**src/rtl/spi_pm_pkg.sv**
```systemverilog
package spi_pm_pkg;

    typedef enum logic [1:0] {
        ACC_IDLE = 2'd0,
        ACC_WAIT = 2'd1,
        ACC_ACK  = 2'd2
    } acc_state_e;

    typedef enum logic {
        TGT_REG = 1'b0,
        TGT_RAM = 1'b1
    } acc_tgt_e;

    // Decoded access command, captured when the request is accepted.
    typedef struct packed {
        acc_tgt_e tgt;
        logic     we;
        logic     hit_ctrl;
        logic     pd_val;
    } acc_cmd_t;

    typedef struct packed {
        logic core;
        logic regs;
        logic ram;
    } clk_en_t;

    // Enable policy: the system request kills every clock; local power-down
    // kills the core and leaves only the domain of a live access running.
    function automatic clk_en_t pm_enables(input logic sys_lp, input logic pd,
                                           input logic live, input acc_tgt_e tgt);
        clk_en_t e;
        e.core = !sys_lp && !pd;
        e.regs = !sys_lp && (!pd || (live && tgt == TGT_REG));
        e.ram  = !sys_lp && (!pd || (live && tgt == TGT_RAM));
        return e;
    endfunction

endpackage

```
**src/rtl/spi_pm_access_seq.sv**
```systemverilog
module spi_pm_access_seq
    import spi_pm_pkg::*;
#(
    parameter int unsigned WAIT_CYC = 2
) (
    input  logic     clk,
    input  logic     rst,
    input  logic     sys_lp,
    input  logic     req,
    input  acc_cmd_t cmd_in,
    output logic     ack,
    output logic     live,
    output acc_cmd_t cmd_cur,
    output logic     commit,
    output logic     rd_ctrl
);
    localparam int unsigned CNT_W = $clog2(WAIT_CYC + 2);
    localparam logic [CNT_W-1:0] CNT_LAST = CNT_W'(WAIT_CYC);

    acc_state_e     state_q, state_d;
    logic [CNT_W-1:0] cnt_q, cnt_d;
    acc_cmd_t       cmd_q;
    acc_state_e     first_state;

    generate
        if (WAIT_CYC == 0) begin : g_no_wait
            assign first_state = ACC_ACK;
        end else begin : g_wait
            assign first_state = ACC_WAIT;
        end
    endgenerate

    always_comb begin
        state_d = state_q;
        cnt_d   = cnt_q;
        if (!sys_lp) begin
            unique case (state_q)
                ACC_IDLE: if (req) begin
                    state_d = first_state;
                    cnt_d   = CNT_W'(1);
                end
                ACC_WAIT: begin
                    if (cnt_q == CNT_LAST) state_d = ACC_ACK;
                    else                   cnt_d   = cnt_q + CNT_W'(1);
                end
                ACC_ACK:  state_d = ACC_IDLE;
                default:  state_d = ACC_IDLE;
            endcase
        end
    end

    always_ff @(posedge clk) begin
        if (rst) begin
            state_q <= ACC_IDLE;
            cnt_q   <= '0;
            cmd_q   <= '0;
        end else begin
            state_q <= state_d;
            cnt_q   <= cnt_d;
            if (state_q == ACC_IDLE && req && !sys_lp) cmd_q <= cmd_in;
        end
    end

    assign live    = (state_q == ACC_IDLE) ? req : 1'b1;
    assign cmd_cur = (state_q == ACC_IDLE) ? cmd_in : cmd_q;
    assign ack     = (state_q == ACC_ACK) && !sys_lp;
    assign commit  = ack && cmd_q.we && cmd_q.hit_ctrl;
    assign rd_ctrl = ack && !cmd_q.we && cmd_q.hit_ctrl;

endmodule

```
**src/rtl/spi_pm_ctrl_reg.sv**
```systemverilog
module spi_pm_ctrl_reg #(
    parameter int unsigned DATA_W = 32,
    parameter int unsigned PD_BIT = 8
) (
    input  logic              clk,
    input  logic              rst,
    input  logic              commit,
    input  logic              pd_val,
    input  logic              rd_sel,
    output logic              pd,
    output logic [DATA_W-1:0] rdata
);
    logic pd_q;

    // Lives in the always-running domain so it can always be rewritten.
    always_ff @(posedge clk) begin
        if (rst)         pd_q <= 1'b0;
        else if (commit) pd_q <= pd_val;
    end

    assign pd    = pd_q;
    assign rdata = rd_sel ? (DATA_W'(pd_q) << PD_BIT) : '0;

endmodule

```
**src/rtl/spi_pm_clk_en.sv**
```systemverilog
module spi_pm_clk_en
    import spi_pm_pkg::*;
(
    input  logic     sys_lp,
    input  logic     pd,
    input  logic     live,
    input  acc_tgt_e tgt,
    output clk_en_t  en,
    output logic     status
);
    assign en     = pm_enables(sys_lp, pd, live, tgt);
    assign status = pd || sys_lp;
endmodule

```
**src/rtl/spi_pm_clkctl.sv**
```systemverilog
module spi_pm_clkctl
    import spi_pm_pkg::*;
#(
    parameter int unsigned ADDR_W   = 8,
    parameter int unsigned DATA_W   = 32,
    parameter int unsigned PD_BIT   = 8,
    parameter logic [ADDR_W-1:0] CTRL_ADDR = '0,
    parameter int unsigned WAIT_CYC = 2
) (
    input  logic              clk,
    input  logic              rst,
    input  logic              sys_lp_req,
    input  logic              bus_req,
    input  logic              bus_we,
    input  logic              bus_sel_ram,
    input  logic [ADDR_W-1:0] bus_addr,
    input  logic [DATA_W-1:0] bus_wdata,
    output logic              bus_ack,
    output logic [DATA_W-1:0] bus_rdata,
    output logic              core_clk_en,
    output logic              reg_clk_en,
    output logic              ram_clk_en,
    output logic              lp_status
);
    acc_cmd_t cmd_in, cmd_cur;
    logic     live, commit, rd_ctrl, pd;
    clk_en_t  en;
    logic     unused_wdata_bits;

    assign cmd_in.tgt      = bus_sel_ram ? TGT_RAM : TGT_REG;
    assign cmd_in.we       = bus_we;
    assign cmd_in.hit_ctrl = !bus_sel_ram && (bus_addr == CTRL_ADDR);
    assign cmd_in.pd_val   = bus_wdata[PD_BIT];
    assign unused_wdata_bits = ^{bus_wdata[DATA_W-1:PD_BIT+1], bus_wdata[PD_BIT-1:0]};

    spi_pm_access_seq #(.WAIT_CYC(WAIT_CYC)) u_seq (
        .clk     (clk),
        .rst     (rst),
        .sys_lp  (sys_lp_req),
        .req     (bus_req),
        .cmd_in  (cmd_in),
        .ack     (bus_ack),
        .live    (live),
        .cmd_cur (cmd_cur),
        .commit  (commit),
        .rd_ctrl (rd_ctrl)
    );

    spi_pm_ctrl_reg #(.DATA_W(DATA_W), .PD_BIT(PD_BIT)) u_ctrl (
        .clk    (clk),
        .rst    (rst),
        .commit (commit),
        .pd_val (cmd_cur.pd_val),
        .rd_sel (rd_ctrl),
        .pd     (pd),
        .rdata  (bus_rdata)
    );

    spi_pm_clk_en u_en (
        .sys_lp (sys_lp_req),
        .pd     (pd),
        .live   (live),
        .tgt    (cmd_cur.tgt),
        .en     (en),
        .status (lp_status)
    );

    assign core_clk_en = en.core;
    assign reg_clk_en  = en.regs;
    assign ram_clk_en  = en.ram;

endmodule

```
**config.mk**
```make
export PLATFORM = sky130hd
export DESIGN_NAME = spi_pm_clkctl
export DESIGN_NICKNAME = d
export VERILOG_FILES = /design/src/rtl/spi_pm_pkg.sv /design/src/rtl/spi_pm_access_seq.sv /design/src/rtl/spi_pm_ctrl_reg.sv /design/src/rtl/spi_pm_clk_en.sv /design/src/rtl/spi_pm_clkctl.sv
export SDC_FILE = /design/constraint.sdc
export NUM_CORES = 1
export LEC_CHECK = 0
export BUFFER_PORTS_ARGS = -buffer_cell sky130_fd_sc_hd__buf_2
export CELL_PAD_IN_SITES_DETAIL_PLACEMENT = 0
export CELL_PAD_IN_SITES_GLOBAL_PLACEMENT = 1
export CORE_MARGIN = 4
export CORE_UTILIZATION = 23
export CTS_CLUSTER_SIZE = 14
export DETAILED_ROUTE_END_ITERATION = 6
export PLACE_DENSITY_LB_ADDON = 0.05
export SLEW_MARGIN = 0
export SYNTH_ARGS = -nofsm -noshare
export SYNTH_HDL_FRONTEND = slang
export SYNTH_SLANG_ARGS = --single-unit
```
**constraint.sdc**
```tcl
create_clock -name clk -period 3.55 [get_ports clk]
set_clock_uncertainty 0.15 [all_clocks]
set_input_delay 0.71 -clock clk [delete_from_list [all_inputs] [get_ports clk]]
set_output_delay 0.71 -clock clk [all_outputs]
set_load 0.02 [all_outputs]
```
==> results of run 1 <==
-- critical path: stages --
cell	delay [ns]
sky130_fd_sc_hd__buf_2	0.17
sky130_fd_sc_hd__nor3b_2	0.25
sky130_fd_sc_hd__and4b_1	0.22
sky130_fd_sc_hd__buf_2	0.16
-- power breakdown --
group / internal, mW / switching, mW / total (mW) / leakage (nW)
clock: 0.0434 / 0.0374 / 0.0807 / 0.0150
sequential: 0.105 / 0.00413 / 0.109 / 0.0733
combinational: 0.0171 / 0.0472 / 0.0642 / 0.297
-- layer usage --
| metal | share of wire (%) | track usage, % |
|---|---|---|
| met1 | 44 | 7.73 |
| met2 | 43 | 10.2 |
| met3 | 12 | 3.81 |
| met4 | 0.76 | 1.58 |
| met5 | 0 | 0 |
-- per-stage QoR --
step	area [um^2]	setup slack, ns	hold slack [ns]	power [mW]
CTS	785	1.17	0.330	0.259
finish	785	1.18	0.323	0.254
floorplan	856	1.05	0.298	0.188
detailed placement	758	1.19	0.323	0.175
global route	785	1.12	0.367	0.269
global placement	758	1.19	0.316	0.174
-- worst min path at each step --
stage	end	slack, ns	depth (start not counted)
2_1_floorplan	u_ctrl.pd$_SDFFE_PP0P_	0.30	2
3_3_place_gp	u_ctrl.pd$_SDFFE_PP0P_	0.32	2
3_5_place_dp	u_ctrl.pd$_SDFFE_PP0P_	0.32	2
4_1_cts	u_ctrl.pd$_SDFFE_PP0P_	0.33	2
5_1_grt	u_ctrl.pd$_SDFFE_PP0P_	0.37	2
6_report	u_ctrl.pd$_SDFFE_PP0P_	0.32	2
-- sequential cells by signal, summed over array words and instances, names as in the netlist --
name	count
u_seq.cnt_q	2
u_ctrl.pd	1
u_seq.cmd_q	4
u_seq.state_q	2
-- kinds of logic after synthesis --
kind of cell	Yosys count	share of synthesized area [%]
AO/OA/AOI/OAI	11	9.09
adder cells (fa/ha/maj)	1	1.68
buffers and inverters	36	35.0
flip-flops	9	24.2
multiplexers	5	6.73
other	1	0.505
AND/OR/NAND/NOR	25	22.7
-- area by class of cell --
cell class	instances	area [um^2]	share of cell area [%]
Multi-Input combinational cell	73	415	53.0
Tap cell	44	55.1	7.02
Timing Repair Buffer	20	100	12.8
Clock buffer	4	26.3	3.35
Inverter	2	7.51	0.957
Sequential cell	9	180	23.0
-- cells in the mapped netlist --
| cell type | n | area, um^2 |
|---|---|---|
| sky130_fd_sc_hd__nand2b_1 | 5 | 31.3 |
| sky130_fd_sc_hd__dfxtp_1 | 9 | 180 |
| sky130_fd_sc_hd__nor4bb_1 | 1 | 10.0 |
| sky130_fd_sc_hd__nor2b_1 | 2 | 12.5 |
| sky130_fd_sc_hd__nor2_1 | 7 | 26.3 |
| sky130_fd_sc_hd__o21a_1 | 1 | 7.51 |
| sky130_fd_sc_hd__a41oi_1 | 1 | 8.76 |
| sky130_fd_sc_hd__ha_1 | 1 | 12.5 |
| sky130_fd_sc_hd__a21oi_1 | 5 | 25.0 |
| sky130_fd_sc_hd__nand4_1 | 1 | 6.26 |
| sky130_fd_sc_hd__clkbuf_2 | 1 | 5.00 |
| sky130_fd_sc_hd__nor4_1 | 1 | 6.26 |
| sky130_fd_sc_hd__or2_2 | 1 | 6.26 |
| sky130_fd_sc_hd__a21boi_0 | 1 | 7.51 |
| sky130_fd_sc_hd__o21ai_0 | 1 | 5.00 |
| sky130_fd_sc_hd__buf_4 | 31 | 233 |
| sky130_fd_sc_hd__a31oi_1 | 1 | 6.26 |
| sky130_fd_sc_hd__inv_1 | 2 | 7.51 |
| sky130_fd_sc_hd__mux2i_1 | 5 | 50.1 |
| sky130_fd_sc_hd__nor4b_4 | 1 | 23.8 |
| sky130_fd_sc_hd__conb_1 | 1 | 3.75 |
| sky130_fd_sc_hd__nand2_1 | 1 | 3.75 |
| sky130_fd_sc_hd__nand3_1 | 1 | 5.00 |
| sky130_fd_sc_hd__clkbuf_1 | 1 | 3.75 |
| sky130_fd_sc_hd__and4b_1 | 1 | 10.0 |
| sky130_fd_sc_hd__nor3_1 | 1 | 5.00 |
| sky130_fd_sc_hd__nor3b_2 | 1 | 12.5 |
| sky130_fd_sc_hd__or4b_1 | 1 | 10.0 |
| sky130_fd_sc_hd__a21o_1 | 1 | 7.51 |
| sky130_fd_sc_hd__buf_6 | 1 | 11.3 |
==> results.md, run 1 <==
Power and ir drop:
- IR analysis of the VDD net gives a maximum drop of 0.146 mV.
- The total power density per cell area is between 300 and 400 mW/mm^2.
- For this design the static power due to leakage is 0.386 nW.

Clock tree:
- The clock reaches the later pin of the worst-skew pair after roughly 0.26 ns.
- No sink is reached through more buffers than the 2 on the longest clock path.
- Clock-pin slew was measured on the worst setup and hold paths at 0.06 ns.
- The sink count of the clock tree is 9.
- Once the clock tree was built, the setup fixing pass inserted 0 buffers.
- The CTS tree is yes.
- Buffers inserted during clock tree synthesis total 3.
- After clock tree synthesis, the flow added hold-fix buffers numbering 0.
- The root buffer cell chosen for the clock tree is sky130_fd_sc_hd__clkbuf_4.
- CTS built an H-tree with a depth of 1.
- The number of gates given a new drive strength after cts is 0.

Setup path:
- The worst-path maximum fanout is 9.
- The startpoint of the most critical setup path is sys_lp_req.
- The worst setup path is of the input port to output port kind.
- STA puts the critical path data required time at approximately 2.7 ns.
- The data arrival at the endpoint of the critical path is around 1.5 ns.
- Following the worst setup path forward leads to its endpoint at bus_rdata[8].
- The setup slack of the worst register-to-register path is between 2 and 2.5 ns.
- The endpoint of the worst-slack reg-to-reg timing path is u_seq.cmd_q[0]$_SDFFE_PP0P_.
- The number of cells on the worst reg-to-reg path is 3.
- The element type at the critical path end is an output port.
- The nature of the critical path startpoint is an input port.
- The startpoint identified for the worst register-to-register timing path is u_seq.state_q[0]$_SDFFE_PP0P_.

STA:
- For the final routed database, the setup TNS stands at 0 ns.
- The final period demand of the worst path is approximately 2.4 ns.
- Setup repair after global routing left no endpoint under its margin.
- For this run, the top clock speed supported by timing is 421 MHz.
- In the finished design, the share of the clock period the worst path needs comes to between 60 and 70%.
- The number of pins exceeding their max-slew limit in the final report is 0.
- The number of failing hold endpoints at the final stage is 0.
- Setup violations remaining at the end of the flow were counted as 0.

Run:
- The max-cap violation count is 0.

Logic synthesis:
- After synthesis the netlist holds a flip-flop and latch count of 9.
- Synthesis produced between 80 and 90 cells.
- After synthesis, the mean cell area works out to around 8.4 um^2.
- Yosys mapped the design onto 30 distinct sky130hd cell types.
- The mapped netlist covers 743 um^2.
- Sequential elements use between 20% and 30% of the synthesized area.
- Yosys printed 0 warnings.

Floorplan:
- The floorplan row count is 20.
- The number of I/O pins is 83.
- The area of the core is slightly above 0.003 mm^2.
- The starting density of the core is between 20% and 30%.
- The die covers 0.00420 mm^2.
- The y dimension of the die is 64.8 um.
- The die is between 60 and 70 um wide.

GRT:
- The aggregate global routing overflow is 0.
- The first global-routing pass estimated between 2000 and 2500 um of wire.
- The via count of the first global-routing pass is 488.
- Entering global routing, the biggest net connects 12 pins.
- In the global route stage, overall resource usage came out at under 10%.
- The number of antenna violations at the first check in global routing is 0.

Detailed routing:
- The total wire length is 1450 um.
- The number of nets with antenna violations after routing is 0.
- The count of routing violations after the opening detailed-route iteration is 10.
- The routed via count divided by cell count is 3.63.
- The detailed router placed roughly 550 vias in this run.
- The first-pass detailed-route iteration total is 2.
- Dividing the detail-routed wire length by the instance count gives approximately 9.6 um.
- In the routed design, unresolved DRC markers number 0.

Worst hold path:
- In this run the most critical hold path is launched from u_seq.cmd_q[0]$_SDFFE_PP0P_.
- The worst hold path class is flop to flop.

Placement:
- The routability-driven placement congestion ratio is ~0.66.
- Port buffering added 20 buffers.
- After detailed placement, the design holds a cell count of about 150.
- The HPWL after detailed placement is ~1200 um.

Layout:
- Once layout is complete, the utilization of the core stands at around a quarter.
- The top cell types in the final layout, fill and taps aside, are 31 x sky130_fd_sc_hd__conb_1, 20 x sky130_fd_sc_hd__buf_2, 9 x sky130_fd_sc_hd__dfxtp_1.
- The filler cells instantiated in the layout total 347.
- The count of cells in the finished layout, fillers not included, comes to about 150.
- The repair_antennas step left the layout with diodes totalling 0.
- The commonest non-fill, non-tap cell in the layout is sky130_fd_sc_hd__conb_1.
- In the final layout, the share of cells above drive strength 1 is 24.1%.
- In the final design database the tool counted ~160 nets.
- The synthesis-to-finish area growth is 5.56%.

Outcome:
- The flow ran to the end, and the final reports show no timing, DRC or antenna violations.
Note: power is estimated with default switching activity, not from simulation.
==> inputs of run 2 (changes only) <==
--- a/config.mk
+++ b/config.mk
@@ -9,7 +9,7 @@
 export CELL_PAD_IN_SITES_DETAIL_PLACEMENT = 0
 export CELL_PAD_IN_SITES_GLOBAL_PLACEMENT = 1
 export CORE_MARGIN = 4
-export CORE_UTILIZATION = 23
+export CORE_UTILIZATION = 21
 export CTS_CLUSTER_SIZE = 14
 export DETAILED_ROUTE_END_ITERATION = 6
 export PLACE_DENSITY_LB_ADDON = 0.05
==> constraint.sdc (replaced) <==
create_clock -name clk -period 2.3 [get_ports clk]
set_clock_uncertainty 0.15 [all_clocks]
set_input_delay 0.46 -clock clk [delete_from_list [all_inputs] [get_ports clk]]
set_output_delay 0.46 -clock clk [all_outputs]
set_load 0.02 [all_outputs]
==> results.md, run 2 (synthesis results as in run 1) <==
Setup path:
- The worst-path maximum fanout is 8 (was 9).
- The critical path start-end classification is flop to output port (was input port to output port).
- The nature of the critical path startpoint is a flop (was input port).
- The required time of the critical path came to 1.69 ns (was 2.69 ns).
- The data arrival at the endpoint of the critical path came to 1.42 ns (was 1.51 ns).
- The element type at the critical path end is an output port (unchanged).

Layout:
- The final standard cell count with taps included and fillers excluded is 154 (was 152).
- The flip-flop count of the largest register, all copies and words added is 4 (unchanged).
- The fraction of the core area covered by cells at the end of the flow is 23.2% (was 25.5%).
- The register with the most flip-flops is u_seq.cmd_q (unchanged).
- The area used by sequential logic in the layout is 180 um^2 (unchanged).
- The final-layout fill cell count came to 372 (was 347).
- The number of nets in the finished design came to 156 (unchanged).
- The number of antenna diodes came to 0 (unchanged).
- Top library cells by usage in the layout, fill and taps aside: 31 x sky130_fd_sc_hd__conb_1, 20 x sky130_fd_sc_hd__buf_2, 9 x sky130_fd_sc_hd__dfxtp_1 (unchanged).
- The area of the multi-input gates is 415 um^2 (unchanged).
- The synthesis-to-finish area growth was 5.89% (was 5.56%).
- The commonest non-fill, non-tap cell in the layout is sky130_fd_sc_hd__conb_1 (unchanged).
- The fraction of layout instances using a drive strength above 1 was 24.1% (unchanged).
- Top flop regs: u_seq.cmd_q: 4 flops, u_seq.cnt_q: 2 flops, u_seq.state_q: 2 flops (unchanged).

STA:
- The number of pins exceeding their max-slew limit in the final report is 0 (unchanged).
- The least setup slack across all paths after layout is 0.267 ns (was 1.18 ns).
- The fraction of the cycle the final worst path needs is approximately nine tenths.
- RSZ-0062 raised after global routing: no (unchanged).
- The worst slack on hold paths came to 0.298 ns (was 0.323 ns).
- The final period demand of the worst path is between 2 and 2.5 ns.
- The sum of negative setup slack is 0 ns (unchanged).
- The final setup violation count was 0 (unchanged).
- The number of failing hold endpoints at the final stage is 0 (unchanged).
- Timing would allow up to between 400 and 500 MHz.

Placement:
- The cell count after placement was 150 (was 148).
- The number of port buffers was 20 (unchanged).
- The routability-driven placement congestion ratio is 0.620 (was 0.663).
- The worst-case setup slack after placement is 0.426 ns (was 1.19 ns).
- The HPWL reported at the end of detailed placement is 1150 um (was 1160 um).

Floorplan:
- The horizontal die dimension is 67.5 um (was 64.8 um).
- The starting density of the core is 21.9% (was 24.1%).
- The number of I/O pins is 83 (unchanged).
- The area of the die is 0.00455 mm^2 (was 0.00420 mm^2).
- The y dimension of the die is 67.5 um (was 64.8 um).
- The floorplan row count is 21 (was 20).
- The area of the core is 0.00339 mm^2 (was 0.00308 mm^2).

Detailed routing:
- The first-pass detailed-route iteration total is 3 (was 2).
- The count of routing violations after the opening detailed-route iteration is 5 (was 10).
- The number of nets with antenna violations after routing is 0 (unchanged).
- The residual DRC count is 0 (unchanged).
- The wire length per cell after detailed routing is 8.76 um (was 9.55 um).
- The routed via count divided by cell count is 3.42 (was 3.63).
- The total wire length is 1350 um (was 1450 um).
- The number of vias in the routed layout was 527 (was 551).

Clock tree:
- The CTS tree is yes (unchanged).
- The count of H-tree levels built during CTS is 1 (unchanged).
- The clock root buffer is sky130_fd_sc_hd__clkbuf_4 (unchanged).
- The clock transition at the register clock pins on the worst setup and hold paths after CTS is 0.06 ns (about the same).
- The number of buffers on the longest clock path is 2 (unchanged).
- The buffers inserted during post-CTS setup optimization is 0 (unchanged).
- The cts-stage hold buffer count was 0 (unchanged).
- The sink count of the clock tree is 9 (unchanged).
- The number of gates given a new drive strength after cts is 0 (unchanged).
- The TritonCTS buffer count is 3 (unchanged).
- The latest clock arrival within the worst-skew pair is 0.25 ns (was 0.26 ns).

Run:
- The max-cap violation count was 0 (unchanged).

GRT:
- The largest net degree at the start of global routing came to 12 (unchanged).
- The number of antenna violations at the first check in global routing is 0 (unchanged).
- The first-pass GRT wire length is 1860 um (was 2150 um).
- The aggregate global routing overflow is 0 (unchanged).
- The global-route usage over all layers is 5.38% (was 6.58%).
- The via count of the first global-routing pass is 439 (was 488).

Outcome:
- Status: finished clean (unchanged).

Power and ir drop:
- The leakage dissipation is 0.386 nW (unchanged).
- The total power density per cell area is 487 mW/mm^2 (was 323 mW/mm^2).
- The highest ir drop seen on vdd is 0.130 mV (was 0.146 mV).

Worst hold path:
- The worst hold path class was input port to flop (was flop to flop).
==> run 2: cell counts in the layout (fill, tap and decap cells not counted) <==
Identical to the previous run, type by type.
==> run 2: worst max-delay path, stage by stage, from the launching register on <==
cell and delay (ns):
sky130_fd_sc_hd__dfxtp_1 0.50, sky130_fd_sc_hd__nor3b_2 0.29, sky130_fd_sc_hd__and4b_1 0.22, sky130_fd_sc_hd__buf_2 0.16
==> run 2: power breakdown <==
group	internal [mW]	switching, mW	leakage [nW]
Combinational	0.0264	0.0722	0.297
Sequential	0.162	0.00603	0.0733
Clock	0.0665	0.0502	0.0150
Total	0.254	0.128	0.386
==> run 2: per-layer routing <==
metal  GRT usage [%]  share of wire (%)
met4            1.52                  0
met1            6.28                 41
met3            2.16                 13
met5               0                  0
met2            8.99                 46
==> run 2: final timing paths <==
path	start	slack, ns	cells past startpoint	endpoint
worst max register to register	u_seq.cnt_q[0]$_SDFFE_PP0P_	0.79	4	u_seq.cnt_q[1]$_SDFFE_PP0P_
worst min-delay path	bus_wdata[8]	0.30	3	u_seq.cmd_q[0]$_SDFFE_PP0P_
worst max-delay path	u_seq.state_q[1]$_SDFFE_PP0P_	0.27	3	bus_rdata[8]
worst min register to register	u_seq.cmd_q[0]$_SDFFE_PP0P_	0.33	2	u_ctrl.pd$_SDFFE_PP0P_
==> run 2: cell type report <==
cell class	count	share of cell area, %
multi-input combinational	73	52.8
sequential	9	22.9
timing repair buffer	20	12.7
tap	46	7.31
clock buffer	4	3.34
inverter	2	0.954
==> run 2: per-stage QoR <==
| step | instance area [um^2] | power [mW] |
|---|---|---|
| after floorplan | 856 | 0.290 |
| after global placement | 761 | 0.270 |
| after detailed placement | 761 | 0.269 |
| after CTS | 787 | 0.391 |
| after global routing | 787 | 0.409 |
| final | 787 | 0.383 |
==> inputs of run 3 (changes only) <==
--- a/config.mk
+++ b/config.mk
@@ -9,11 +9,13 @@
 export CELL_PAD_IN_SITES_DETAIL_PLACEMENT = 0
 export CELL_PAD_IN_SITES_GLOBAL_PLACEMENT = 1
 export CORE_MARGIN = 4
-export CORE_UTILIZATION = 21
+export CORE_UTILIZATION = 23
+export CTS_BUF_LIST = sky130_fd_sc_hd__clkbuf_8
 export CTS_CLUSTER_SIZE = 14
 export DETAILED_ROUTE_END_ITERATION = 6
 export PLACE_DENSITY_LB_ADDON = 0.05
 export SLEW_MARGIN = 0
 export SYNTH_ARGS = -nofsm -noshare
 export SYNTH_HDL_FRONTEND = slang
+export SYNTH_HIERARCHICAL = 1
 export SYNTH_SLANG_ARGS = --single-unit
==> results.md, run 3 <==
Detailed routing:
- The count of routing violations after the opening detailed-route iteration is 17 (was 5).
- The routed via count divided by cell count is 3.58 (was 3.42).
- The routed length on met2 came to 791 um (was 623 um).
- The first-pass detailed-route iteration total was 3 (unchanged).
- The highest metal layer with signal wires is met4 (was met3).
- The met1 wire length is 594 um (was 550 um).
- The number of nets with antenna violations after routing is 0 (unchanged).
- The wire length per cell after detailed routing was 9.29 um (was 8.76 um).
- The wire length on met3 is 93 um (was 175 um).
- The total wire length is 1500 um (was 1350 um).
- The residual DRC count is 0 (unchanged).
- The number of vias in the routed layout was 576 (was 527).

Setup path:
- The critical path start-end classification is flop to output port (unchanged).
- The element type at the critical path end is an output port (unchanged).
- The family with the most delay on the worst path is multiplexers (was simple AND/OR/NAND/NOR gates).
- Critical path, cell by cell: nor2_2 > mux2_2 > nand2b_1 > a21oi_1 > buf_2 (was nor3b_2 > and4b_1 > buf_2).
- The buffering stage count on the worst path with inverters included is 1 (unchanged).
- The worst-path maximum fanout is 2 (was 8).
- The data arrival at the endpoint of the critical path is 1.52 ns (was 1.42 ns).
- The longest individual stage delay on the worst path was 0.36 ns (was 0.50 ns).
- The nature of the critical path startpoint was a flop (unchanged).
- The required time of the critical path was 1.69 ns (about the same).
- The cell type of the slowest stage on the worst timing path was sky130_fd_sc_hd__mux2_2 (was sky130_fd_sc_hd__dfxtp_1).

STA:
- The sum of negative setup slack came to 0 ns (unchanged).
- The fraction of the cycle the final worst path needs is 92.5% (was 88.4%).
- The number of pins exceeding their max-slew limit in the final report came to 0 (unchanged).
- RSZ-0062 raised after global routing: no (unchanged).
- The final period demand of the worst path came to 2.13 ns (was 2.03 ns).
- The worst slack on hold paths is 0.318 ns (was 0.298 ns).
- The number of failing hold endpoints at the final stage is 0 (unchanged).
- The fmax is 470 MHz (was 492 MHz).
- The final setup violation count is 0 (unchanged).

Floorplan:
- The horizontal die dimension is 66.9 um (was 67.5 um).
- The number of I/O pins came to 83 (unchanged).
- The floorplan row count is 21 (unchanged).
- The y dimension of the die was 66.9 um (was 67.5 um).
- The area of the die was 0.00448 mm^2 (was 0.00455 mm^2).
- The starting density of the core is 23.9% (was 21.9%).
- The area of the core is 0.00334 mm^2 (was 0.00339 mm^2).

Layout:
- The post-layout instance area is 867 um^2 (was 787 um^2).
- The synthesis-to-finish area growth is 8.62% (was 5.89%).
- The number of antenna diodes was 0 (unchanged).
- The commonest non-fill, non-tap cell in the layout is sky130_fd_sc_hd__conb_1 (unchanged).
- Top flop regs: u_seq/cmd_q: 4 flops, u_seq/cnt_q: 2 flops, u_seq/state_q: 2 flops (was u_seq.cmd_q: 4 flops, u_seq.cnt_q: 2 flops, u_seq.state_q: 2 flops).
- The fraction of layout instances using a drive strength above 1 is 30.4% (was 24.1%).
- The final-layout fill cell count is 399 (was 372).
- The number of nets in the finished design came to 163 (was 156).
- The register with the most flip-flops was u_seq/cmd_q (was u_seq.cmd_q).
- Top library cells by usage in the layout, fill and taps aside: 31 x sky130_fd_sc_hd__conb_1, 20 x sky130_fd_sc_hd__buf_2, 9 x sky130_fd_sc_hd__dfxtp_1 (unchanged).
- The flip-flop count of the largest register, all copies and words added is 4 (unchanged).

Run:
- The max-cap violation count is 0 (unchanged).

Worst hold path:
- The worst hold path class is input port to flop (unchanged).

Power and ir drop:
- The leakage dissipation is 0.420 nW (was 0.386 nW).
- The total power density per cell area is 540 mW/mm^2 (was 487 mW/mm^2).
- The highest ir drop seen on vdd is 0.220 mV (was 0.130 mV).

Placement:
- The routability-driven placement congestion ratio came to 0.652 (was 0.620).
- The HPWL reported at the end of detailed placement is 1250 um (was 1150 um).
- The number of port buffers was 20 (unchanged).
- The area of placed instances is 820 um^2 (was 761 um^2).

Clock tree:
- The clock root buffer is sky130_fd_sc_hd__clkbuf_8 (was sky130_fd_sc_hd__clkbuf_4).
- The cts-stage hold buffer count is 0 (unchanged).
- The CTS tree is yes (unchanged).
- The latest clock arrival within the worst-skew pair is 0.23 ns (was 0.25 ns).
- The count of H-tree levels built during CTS is 1 (unchanged).
- The sink count of the clock tree is 9 (unchanged).
- The TritonCTS buffer count was 3 (unchanged).
- The number of buffers on the longest clock path is 2 (unchanged).
- The buffers inserted during post-CTS setup optimization is 0 (unchanged).
- The clock transition at the register clock pins on the worst setup and hold paths after CTS was 0.05 ns (was 0.06 ns).

GRT:
- The aggregate global routing overflow is 0 (unchanged).
- The via count of the first global-routing pass is 500 (was 439).
- The largest net degree at the start of global routing is 12 (unchanged).
- The number of antenna violations at the first check in global routing is 0 (unchanged).
- The first-pass GRT wire length was 2240 um (was 1860 um).
- The global-route usage over all layers is 6.94% (was 5.38%).

Outcome:
- Status: finished clean (unchanged).

Logic synthesis:
- The summed instance area of the synthesized netlist is 798 um^2 (was 743 um^2).
- The cell count after synthesis is 94 (was 88).
- The average instance area after synthesis is 8.49 um^2 (was 8.45 um^2).
- The warning count from the yosys run is 6 (was 0).
-- run 3: cell types whose count changed in the layout (fill, tap and decap cells not counted), moves of 2 or more --
cell | previous run | this run
sky130_fd_sc_hd__clkbuf_8 | 0 | 3
sky130_fd_sc_hd__buf_4 | 0 | 2
sky130_fd_sc_hd__nand2_1 | 1 | 4
sky130_fd_sc_hd__nand2b_1 | 5 | 2
sky130_fd_sc_hd__clkbuf_4 | 3 | 0
sky130_fd_sc_hd__mux2_2 | 0 | 3
-- run 3: area by class of cell --
class,count,area (um^2),area share [%]
sequential,9,180,20.8
clock inverter,1,3.75,0.433
clock buffer,3,41.3,4.76
tap,46,57.6,6.64
inverter,2,7.51,0.866
timing repair buffer,22,115,13.3
multi-input combinational,78,462,53.2
-- run 3: metal layers --
| layer | GRT usage, % | up-vias |
|---|---|---|
| li1 | - | 294 |
| met1 | 8.32 | 262 |
| met2 | 10.6 | 16 |
| met3 | 3.04 | 4 |
| met4 | 3.04 | 0 |
| met5 | 0 | - |
-- run 3: timing repair --
item | in CTS | in global routing
setup endpoints to repair | 0 | 1
hold endpoints to repair | 0 | 0
gates resized for setup | 0 | 1
-- run 3: worst paths after layout --
path / from / to / slack [ns] / cells past startpoint
max: u_seq/state_q[1]$_SDFFE_PP0P_ / reg_clk_en / 0.17 / 5
min: bus_we / u_seq/cmd_q[2]$_SDFFE_PP0P_ / 0.32 / 3
max reg2reg: u_seq/cnt_q[0]$_SDFFE_PP0P_ / u_seq/cnt_q[1]$_SDFFE_PP0P_ / 0.79 / 4
min reg2reg: u_seq/cnt_q[1]$_SDFFE_PP0P_ / u_seq/cnt_q[1]$_SDFFE_PP0P_ / 0.33 / 2
-- run 3: where the power goes --
part	internal, mW	leakage, nW	switching (mW)	total (mW)
Combinational	0.0376	0.320	0.0837	0.121
Sequential	0.163	0.0733	0.00345	0.166
Clock	0.116	0.0269	0.0642	0.181
-- run 3: worst register-to-register path: stages (launching register included) --
cell and delay, ns:
sky130_fd_sc_hd__dfxtp_1 0.33, sky130_fd_sc_hd__inv_1 0.06, sky130_fd_sc_hd__ha_1 0.28, sky130_fd_sc_hd__or4b_1 0.50
sky130_fd_sc_hd__mux2i_1 0.13
-- run 3: through the flow --
stage	power (mW)	setup slack (ns)	std cells	util, %
2_1_floorplan	0.307	0.246	124	-
3_3_place_gp	0.290	0.337	157	24.6
3_5_place_dp	0.291	0.329	157	24.6
4_1_cts	0.479	0.0740	161	25.9
5_1_grt	0.503	0.0369	161	26.0
6_report	0.468	0.173	161	26.0
